## config.mk

```make
export PLATFORM = sky130hd
export DESIGN_NAME = mbus_host_seq
export DESIGN_NICKNAME = d
export VERILOG_FILES = /design/src/rtl/mbus_pkg.sv /design/src/rtl/mbus_phase_timer.sv /design/src/rtl/mbus_addr_track.sv /design/src/rtl/mbus_host_seq.sv
export SDC_FILE = /design/constraint.sdc
export NUM_CORES = 1
export LEC_CHECK = 0
export ABC_AREA = 1
export CAP_MARGIN = 20
export CELL_PAD_IN_SITES_DETAIL_PLACEMENT = 1
export CELL_PAD_IN_SITES_GLOBAL_PLACEMENT = 2
export CORE_MARGIN = 4
export CORE_UTILIZATION = 28
export DETAILED_ROUTE_END_ITERATION = 10
export PLACE_DENSITY_LB_ADDON = 0.1
export SYNTH_ARGS = -nofsm -noshare
export SYNTH_HDL_FRONTEND = slang
export SYNTH_HIERARCHICAL = 1
export SYNTH_SLANG_ARGS = --single-unit
```

## constraint.sdc

```tcl
create_clock -name clk -period 4.55 [get_ports clk]
set_clock_uncertainty 0.1 [all_clocks]
set_input_delay 0.6825 -clock clk [delete_from_list [all_inputs] [get_ports clk]]
set_output_delay 0.6825 -clock clk [all_outputs]
set_load 0.02 [all_outputs]
```

## src/rtl/mbus_pkg.sv

```systemverilog
package mbus_pkg;

    typedef enum logic [3:0] {
        ST_IDLE,
        ST_ADDR,
        ST_LATCH,
        ST_HOLD,
        ST_TURN,
        ST_READ,
        ST_WDATA,
        ST_STROBE,
        ST_WEND
    } mbus_state_e;

    function automatic int max_of4(input int a, input int b, input int c, input int d);
        int m;
        m = a;
        if (b > m) m = b;
        if (c > m) m = c;
        if (d > m) m = d;
        return m;
    endfunction

endpackage

```

## src/rtl/mbus_phase_timer.sv

```systemverilog
module mbus_phase_timer #(
    parameter int CW = 4
) (
    input  logic          clk,
    input  logic          rst_n,
    input  logic          restart,
    input  logic [CW-1:0] len,
    output logic          last
);
    logic [CW-1:0] cnt_q;

    assign last = (cnt_q == len - CW'(1));

    // Counts cycles spent in the current state; saturates on the final one.
    always_ff @(posedge clk) begin
        if (!rst_n) begin
            cnt_q <= '0;
        end else if (restart) begin
            cnt_q <= '0;
        end else if (!last) begin
            cnt_q <= cnt_q + CW'(1);
        end
    end
endmodule

```

## src/rtl/mbus_addr_track.sv

```systemverilog
module mbus_addr_track #(
    parameter int AW = 14
) (
    input  logic          clk,
    input  logic          rst_n,
    input  logic          load,
    input  logic [AW-1:0] load_addr,
    input  logic          clear,
    input  logic [AW-1:0] cmp_addr,
    output logic          hit,
    output logic          valid
);
    logic [AW-1:0] last_q;
    logic          valid_q;

    always_ff @(posedge clk) begin
        if (!rst_n) begin
            valid_q <= 1'b0;
            last_q  <= '0;
        end else if (clear) begin
            valid_q <= 1'b0;
        end else if (load) begin
            valid_q <= 1'b1;
            last_q  <= load_addr;
        end
    end

    assign hit   = valid_q && (last_q == cmp_addr);
    assign valid = valid_q;
endmodule

```

## src/rtl/mbus_host_seq.sv

```systemverilog
module mbus_host_seq
    import mbus_pkg::*;
#(
    parameter int AW       = 14,
    parameter int DW       = 16,
    parameter int AL_CYC   = 2,
    parameter int ACC_CYC  = 3,
    parameter int WR_CYC   = 2,
    parameter int HOLD_CYC = 4
) (
    input  logic          clk,
    input  logic          rst_n,
    input  logic          req_valid,
    input  logic          req_write,
    input  logic [AW-1:0] req_addr,
    input  logic [DW-1:0] req_wdata,
    input  logic [1:0]    req_be,
    output logic          req_ready,
    output logic [DW-1:0] rsp_rdata,
    output logic          rsp_done,
    output logic          bus_cs,
    output logic          bus_al,
    output logic          bus_rd,
    output logic          bus_wrl,
    output logic          bus_wrh,
    output logic [DW-1:0] bus_dout,
    output logic          bus_oe,
    input  logic [DW-1:0] bus_din
);
    localparam int MAXLEN = max_of4(AL_CYC, ACC_CYC, WR_CYC, HOLD_CYC);
    localparam int CW     = $clog2(MAXLEN + 1);

    mbus_state_e   state_q, state_d;
    logic          accept, t_last, restart, cs_q, cs_drop;
    logic          hit, trk_valid, wr_q, done_q;
    logic [CW-1:0] len;
    logic [AW-1:0] addr_q;
    logic [DW-1:0] wdata_q, rdata_q, addr_ext;
    logic [1:0]    be_q;

    assign accept   = req_valid && (state_q == ST_IDLE);
    assign restart  = (state_d != state_q);
    assign cs_drop  = (state_q == ST_IDLE) && cs_q && t_last && !accept;
    assign addr_ext = {{(DW-AW){1'b0}}, addr_q};

    always_comb begin
        unique case (state_q)
            ST_LATCH:  len = CW'(AL_CYC);
            ST_READ:   len = CW'(ACC_CYC);
            ST_STROBE: len = CW'(WR_CYC);
            ST_IDLE:   len = CW'(HOLD_CYC);
            default:   len = CW'(1);
        endcase
    end

    mbus_phase_timer #(.CW(CW)) u_timer (
        .clk     (clk),
        .rst_n   (rst_n),
        .restart (restart),
        .len     (len),
        .last    (t_last)
    );

    mbus_addr_track #(.AW(AW)) u_track (
        .clk       (clk),
        .rst_n     (rst_n),
        .load      (state_q == ST_LATCH),
        .load_addr (addr_q),
        .clear     (cs_drop),
        .cmp_addr  (req_addr),
        .hit       (hit),
        .valid     (trk_valid)
    );

    // Next-state decision
    always_comb begin
        state_d = state_q;
        unique case (state_q)
            ST_IDLE:   if (accept) state_d = hit ? (req_write ? ST_WDATA : ST_TURN) : ST_ADDR;
            ST_ADDR:   state_d = ST_LATCH;
            ST_LATCH:  if (t_last) state_d = ST_HOLD;
            ST_HOLD:   state_d = wr_q ? ST_WDATA : ST_TURN;
            ST_TURN:   state_d = ST_READ;
            ST_READ:   if (t_last) state_d = ST_IDLE;
            ST_WDATA:  state_d = ST_STROBE;
            ST_STROBE: if (t_last) state_d = ST_WEND;
            ST_WEND:   state_d = ST_IDLE;
            default:   state_d = ST_IDLE;
        endcase
    end

    // State register
    always_ff @(posedge clk) begin
        if (!rst_n) state_q <= ST_IDLE;
        else        state_q <= state_d;
    end

    // Request capture, chip select, completion
    always_ff @(posedge clk) begin
        if (!rst_n) begin
            cs_q    <= 1'b0;
            done_q  <= 1'b0;
            wr_q    <= 1'b0;
            addr_q  <= '0;
            wdata_q <= '0;
            be_q    <= '0;
            rdata_q <= '0;
        end else begin
            if (accept) begin
                wr_q    <= req_write;
                addr_q  <= req_addr;
                wdata_q <= req_wdata;
                be_q    <= req_be;
            end
            if (accept)       cs_q <= 1'b1;
            else if (cs_drop) cs_q <= 1'b0;
            done_q <= ((state_q == ST_READ) && t_last) || (state_q == ST_WEND);
            if ((state_q == ST_READ) && t_last) rdata_q <= bus_din;
        end
    end

    // Bus outputs decoded from the state
    always_comb begin
        bus_al   = 1'b0;
        bus_rd   = 1'b0;
        bus_wrl  = 1'b0;
        bus_wrh  = 1'b0;
        bus_oe   = 1'b0;
        bus_dout = '0;
        unique case (state_q)
            ST_ADDR, ST_HOLD: begin
                bus_oe   = 1'b1;
                bus_dout = addr_ext;
            end
            ST_LATCH: begin
                bus_oe   = 1'b1;
                bus_al   = 1'b1;
                bus_dout = addr_ext;
            end
            ST_READ: bus_rd = 1'b1;
            ST_WDATA, ST_WEND: begin
                bus_oe   = 1'b1;
                bus_dout = wdata_q;
            end
            ST_STROBE: begin
                bus_oe   = 1'b1;
                bus_dout = wdata_q;
                bus_wrl  = be_q[0];
                bus_wrh  = be_q[1];
            end
            default: ;
        endcase
    end

    assign bus_cs    = cs_q;
    assign req_ready = (state_q == ST_IDLE);
    assign rsp_done  = done_q;
    assign rsp_rdata = rdata_q;

    // read and latch stay low while any write strobe is high
    a_r8_no_rd_al_with_wr: assert property (@(posedge clk) disable iff (!rst_n)
        (bus_wrl || bus_wrh) |-> !(bus_rd || bus_al));
    // bus released the cycle before read rises
    a_r9_oe_low_before_rd: assert property (@(posedge clk) disable iff (!rst_n)
        $rose(bus_rd) |-> !$past(bus_oe));
    // bus never driven while read is high
    a_r9_oe_low_during_rd: assert property (@(posedge clk) disable iff (!rst_n)
        bus_rd |-> !bus_oe);
    // data still driven when a write strobe falls
    a_r9_oe_held_at_wr_fall: assert property (@(posedge clk) disable iff (!rst_n)
        ($fell(bus_wrl) || $fell(bus_wrh)) |-> bus_oe);
    // done is a single-cycle pulse seen only in idle
    a_r10_done_single: assert property (@(posedge clk) disable iff (!rst_n)
        rsp_done |=> !rsp_done);
    a_r10_done_in_idle: assert property (@(posedge clk) disable iff (!rst_n)
        rsp_done |-> req_ready);
    // a remembered address implies chip select is up
    a_r7_valid_needs_cs: assert property (@(posedge clk) disable iff (!rst_n)
        trk_valid |-> bus_cs);
    // latch only pulses with chip select high
    a_r2_al_needs_cs: assert property (@(posedge clk) disable iff (!rst_n)
        bus_al |-> bus_cs);
endmodule

```

After elaboration in Yosys (flattened, before gate mapping)
Index checks and enable logic that the tools add are counted.

operators by class
  add/subtract/negate cells = 2
  equality and inequality tests = 11
  muxes and demuxes = 17
  bitwise gates (word level) = 2
  reductions and logical operators = 17

operators by type and width
  kind                                                 count
  one-hot mux 16 bit (2 select lines)                  1
  one-hot mux 4 bit (8 select lines)                   1
  equality test 4 x 3 -> 1 bit, second input constant  4
  2-to-1 mux 4 bit                                     4
  equality test 14 bit                                 1
  one-hot mux 3 bit (3 select lines)                   1
  equality test 4 x 2 -> 1 bit, second input constant  2
  2-to-1 mux 1 bit                                     7
  logical AND 1 bit                                    6
  OR reduction 2 bit                                   3
  OR reduction 3 bit                                   2
  OR reduction 6 bit                                   1
  equality test 4 x 1 -> 1 bit, second input constant  1
  equality test 4 bit, second input constant           1
  logical NOT 4 bit                                    1
  2-to-1 mux 2 bit                                     2
  != test 4 bit                                        1
  adder 3 x 1 -> 3 bit, second input constant          1
  equality test 3 bit                                  1
  2-to-1 mux 3 bit                                     1
  subtractor 3 x 1 -> 3 bit, second input constant     1
  inverter 1 bit                                       2
  AND reduction 2 bit                                  1
  nonzero test 2 bit                                   1
  other kinds (2)                                      2

word-level totals
  register bits = 73
  bits of input ports = 52
  output and inout bits = 40
  word-level logic and storage cells = 60

Depth between registers and ports, before layout
  depth after elaboration = 9
  depth in mapped cells = 22
  mapped depth without buffers = 22

Cells and area by module
Netlist, hierarchy kept.

modules (own cells, without submodules)
  module            times used  cells an instance  area an instance (um^2)  seq. area each (um^2)
  mbus_host_seq     1           375                2578.7                   1101.1
  mbus_addr_track   1           138                824.5                    300.3
  mbus_phase_timer  1           45                 299.0                    60.1

Worst setup path before layout
No wires, ideal clock.

  path kind = register to register
  start = register state_q[2]
  end = register u_track.last_q[2]
  library setup time = 0.070 ns
  arrival time = 2.970 ns
  data required time = 4.380 ns
  setup slack = 1.411 ns
  cell stages (with the launch flop) = 20
  buffers on the path = 1
  period minus slack after synthesis = 3.139 ns
  cell sequence = dfxtp_1 -> inv_2 -> nand2_2 -> nor3_1 -> inv_1 -> nand2_1 -> inv_1 -> ha_1 -> nand2_1 -> nand2_4 -> nor2_4 -> nand2_4 -> inv_1 -> nand2_1 -> nor3_1 -> nor2_2 -> inv_2 -> buf_6 -> o21ai_1 -> a21oi_1

between the ends
  longest elaborated chain between the ends = 9
  elaborated cells on any way between the ends = 15
  classes of those cells = add/sub: 1; eq/ne: 4; mux: 1; bitwise: 1; reduce/logical: 8

RTL lines
  what                                                                                 line                    text
  start: declaration                                                                   mbus_host_seq.sv:33     mbus_state_e state_q, state_d;
  start signal: assignment                                                             mbus_host_seq.sv:95     else state_q <= state_d;
  equality test 4 x 3 -> 1 bit / equality test 4 x 2 -> 1 bit (equally long branches)  mbus_host_seq.sv:47     unique case (state_q)
  OR reduction 2 bit (no source line)                                                  -
  one-hot mux 3 bit (3 select lines) (*)                                               mbus_host_seq.sv:47
  net len[1]                                                                           mbus_host_seq.sv:36     logic [CW-1:0] len;
  subtractor 3 x 1 -> 3 bit (*)                                                        mbus_phase_timer.sv:12  assign last = (cnt_q == len - CW'(1));
  equality test 3 bit (*)                                                              mbus_phase_timer.sv:12
  net t_last                                                                           mbus_host_seq.sv:34     logic accept, t_last, restart, cs_q, cs_drop;
  logical AND 1 bit (*) (2 in a row)                                                   mbus_host_seq.sv:43     assign cs_drop = (state_q == ST_IDLE) && cs_q && t_last && !accept;
  net cs_drop                                                                          mbus_host_seq.sv:34
  inverter 1 bit (no source line) (*)                                                  -
  AND reduction 2 bit (no source line) (*)                                             -
  end signal: assignment                                                               mbus_addr_track.sv:24   last_q <= load_addr;
  end: declaration                                                                     mbus_addr_track.sv:13   logic [AW-1:0] last_q;

The timed path passes the listed nets; every way through them passes the cells marked *.
A chain may end at the register's enable or synchronous reset.

Worst setup path after layout
  start = register state_q[0]
  end = output port bus_dout[3]

between the ends
  longest elaborated chain between the ends = 3
  elaborated cells on any way between the ends = 9
  classes of those cells = eq/ne: 6; mux: 1; reduce/logical: 2

RTL lines
  what                                         line                  text
  equality test 4 bit (tied with other cells)  mbus_host_seq.sv:130  unique case (state_q)
  OR reduction 3 bit (no source line)          -
  one-hot mux 16 bit (2 select lines) (*)      mbus_host_seq.sv:130
  end: declaration                             mbus_host_seq.sv:26   output logic [DW-1:0] bus_dout,

Every way passes the cells marked *; elsewhere a longest branch is shown, timed or not.

==> flow_metrics.tcl <==
set metrics [dict create \
    vias_per_cell 4.45 \
    drt_iter0_markers 149 \
    fp.dieArea_mm2 0.0151 \
    place_area_mm2 0.00470 \
    cts_resized 0 \
    total_power_mw 2.04 \
    io_pins 92 \
    dp_hpwl_um 8240 \
    nNetsFinal 693 \
    synthCells 558 \
    worst-slew-pin-transition_ps 733 \
    antenna_left 0 \
    syn_area_mm2 0.00370 \
    relSlewSlack_pct 51.0 \
    die_h_um 123 \
    postCtsSetupBuffers 0 \
    synth_edf_count 0 \
    worst-path-max-fanout 17 \
    startpoint_type "register" \
    cp.arrival_ps 2560 \
    synth_area_leaders "dfxtp_1, nand2_1, inv_1" \
    drv_slew 0 \
    clkTransAtPathRegs_ps 60 \
    grt_use_total_pct 16.0 \
    place_inst 800 \
    clockBufferDepth 2 \
    area_growth_pct 34.9 \
    cts_tree "yes" \
    grt_pass1_wl_um 18800 \
    yosysMostFrequentCell "nand2_1" \
    fin_area_mm2 0.00500 \
    port_buffers 91 \
    critPathKind "reg -> out" \
    finalNonFillerCells 816 \
    ctsHoldBuffers 0 \
    drc_errors 0 \
    hold_viol 0 \
    wl_per_cell_um 14.1 \
    status "finished clean" \
    min_period_ps 3340 \
    grt_overflow 0 \
    netlist_top_cells_count "nand2_1, inv_1, dfxtp_1" \
    setup_viol 0 \
    place_congestion 0.778 \
    synth-main-ff-cell "dfxtp_1" \
    pre_cts_slack_ps 1210 \
    drt_pass1_iterations 4 \
    p_leak_nw 2.16 \
    core-area_mm2 0.0128 \
    yosys_warnings 6 \
    start_util_pct 29.0 \
    ys_types 26 \
    setup_tns_ps 0 \
    cellPowerDensity_mw_per_mm2 408 \
    htreeDepth 3 \
    yosys.area.top_type_share_pct 39.5 \
    cts_root_buffer "clkbuf_16" \
    synth_top_area_cell "dfxtp_1" \
    syn-num-nets 612 \
    clock_latency_ps 340 \
    vias 3635 \
    ys_seq_area_share_pct 39.5 \
    rsz0062_at_grt "no" \
    cts_buffers 9 \
    drt_wl_total_um 11500 \
    cts_sinks 73 \
    vdd_drop_max_mv 0.129 \
    fp-row-count 41 \
    layout-drive-gt1-share_pct 8.07 \
    antenna_found_initial 0 \
    hp-class "reg -> reg" \
    syn_area_per_cell_um2 6.63 \
    ys_ff_latch 73 \
    critPathRequiredTime_ps 3770 \
    synthArstFlopShare_pct 0 \
    die_w_um 123 \
    n_antenna_cell 0 \
    grt_pass1_vias 3692 \
    fmax_mhz 299 \
    grt_max_degree 37 \
    critPathCaptureType "primary output" \
    fin_ws_ps 1210 \
    maxCapViolations 0 \
    period_share_pct 73.4 \
]
[report_power, final]
group	leakage, nW	internal (mW)	switching, mW
registers	0.596	0.709	0.0547
logic	1.42	0.210	0.355
clock network	0.137	0.441	0.272
[worst paths after layout]
check | startpoint | end | slack, ps | cells past startpoint
worst max-delay path | state_q[0]$_SDFF_PN0_ | bus_dout[3] | 1210 | 5
worst max register to register | state_q[2]$_SDFF_PN0_ | u_track/last_q[0]$_SDFFE_PN0P_ | 1240 | 18
worst min-delay path | wdata_q[7]$_SDFFE_PN0N_ | wdata_q[7]$_SDFFE_PN0N_ | 360 | 2
worst min register to register | wdata_q[7]$_SDFFE_PN0N_ | wdata_q[7]$_SDFFE_PN0N_ | 360 | 2
[worst max-delay path: stages, from the launching register on]
cell,delay (ps)
dfxtp_1,530
nor2_1,130
nand3_1,120
and2_1,620
o21ai_0,230
clkdlybuf4s50_1,590
[registers in the layout, indices dropped and copies added (netlist names)]
name,cells
wdata_q,16
u_track/last_q,14
rsp_rdata,16
state_q,4
u_track/valid,1
bus_cs,1
u_timer/cnt_q,3
wr_q,1
addr_q,14
rsp_done,1
be_q,2
[cell usage in the layout (no fill, tap or decap), types with 7 or more instances in the layout]
master and count:
nand2_1 139, clkdlybuf4s50_1 91, inv_1 84, dfxtp_1 73, nor2_1 58, nand3_1 58, a21oi_1 51, o21ai_0 19
clkbuf_16 9, inv_2 8, o21ai_2 8, nand2_2 7
[through the flow]
step                util, %  hold slack (ps)
floorplan                 -              339
global placement       36.8              349
detailed placement     36.8              356
CTS                    39.1              364
global route           39.1              384
finish                 39.1              361
[metal layers]
layer	track usage [%]	share of wire (%)	vias to the layer above
met5	0	0	-
met4	5.88	1.4	0
met3	4.67	5.3	13
met2	23.9	43	71
met1	22.0	50	1666
li1	-	-	1885
[cell families after synthesis]
family          synth area share (%)
simple gates                    33.6
buf+inv                         13.8
compound gates                  12.0
flops                           39.5
xor+xnor                       0.473
fa+ha+maj                      0.676
[cell type report]
class / count / area [um^2]
sequential: 73 / 1460
inverter: 93 / 349
clock inverter: 2 / 37.5
timing repair buffer: 96 / 948
tap: 172 / 215
multi-input combinational: 366 / 1730
fill: 1627 / 7780
clock buffer: 14 / 254
Note: power is estimated with default switching activity, not from simulation.
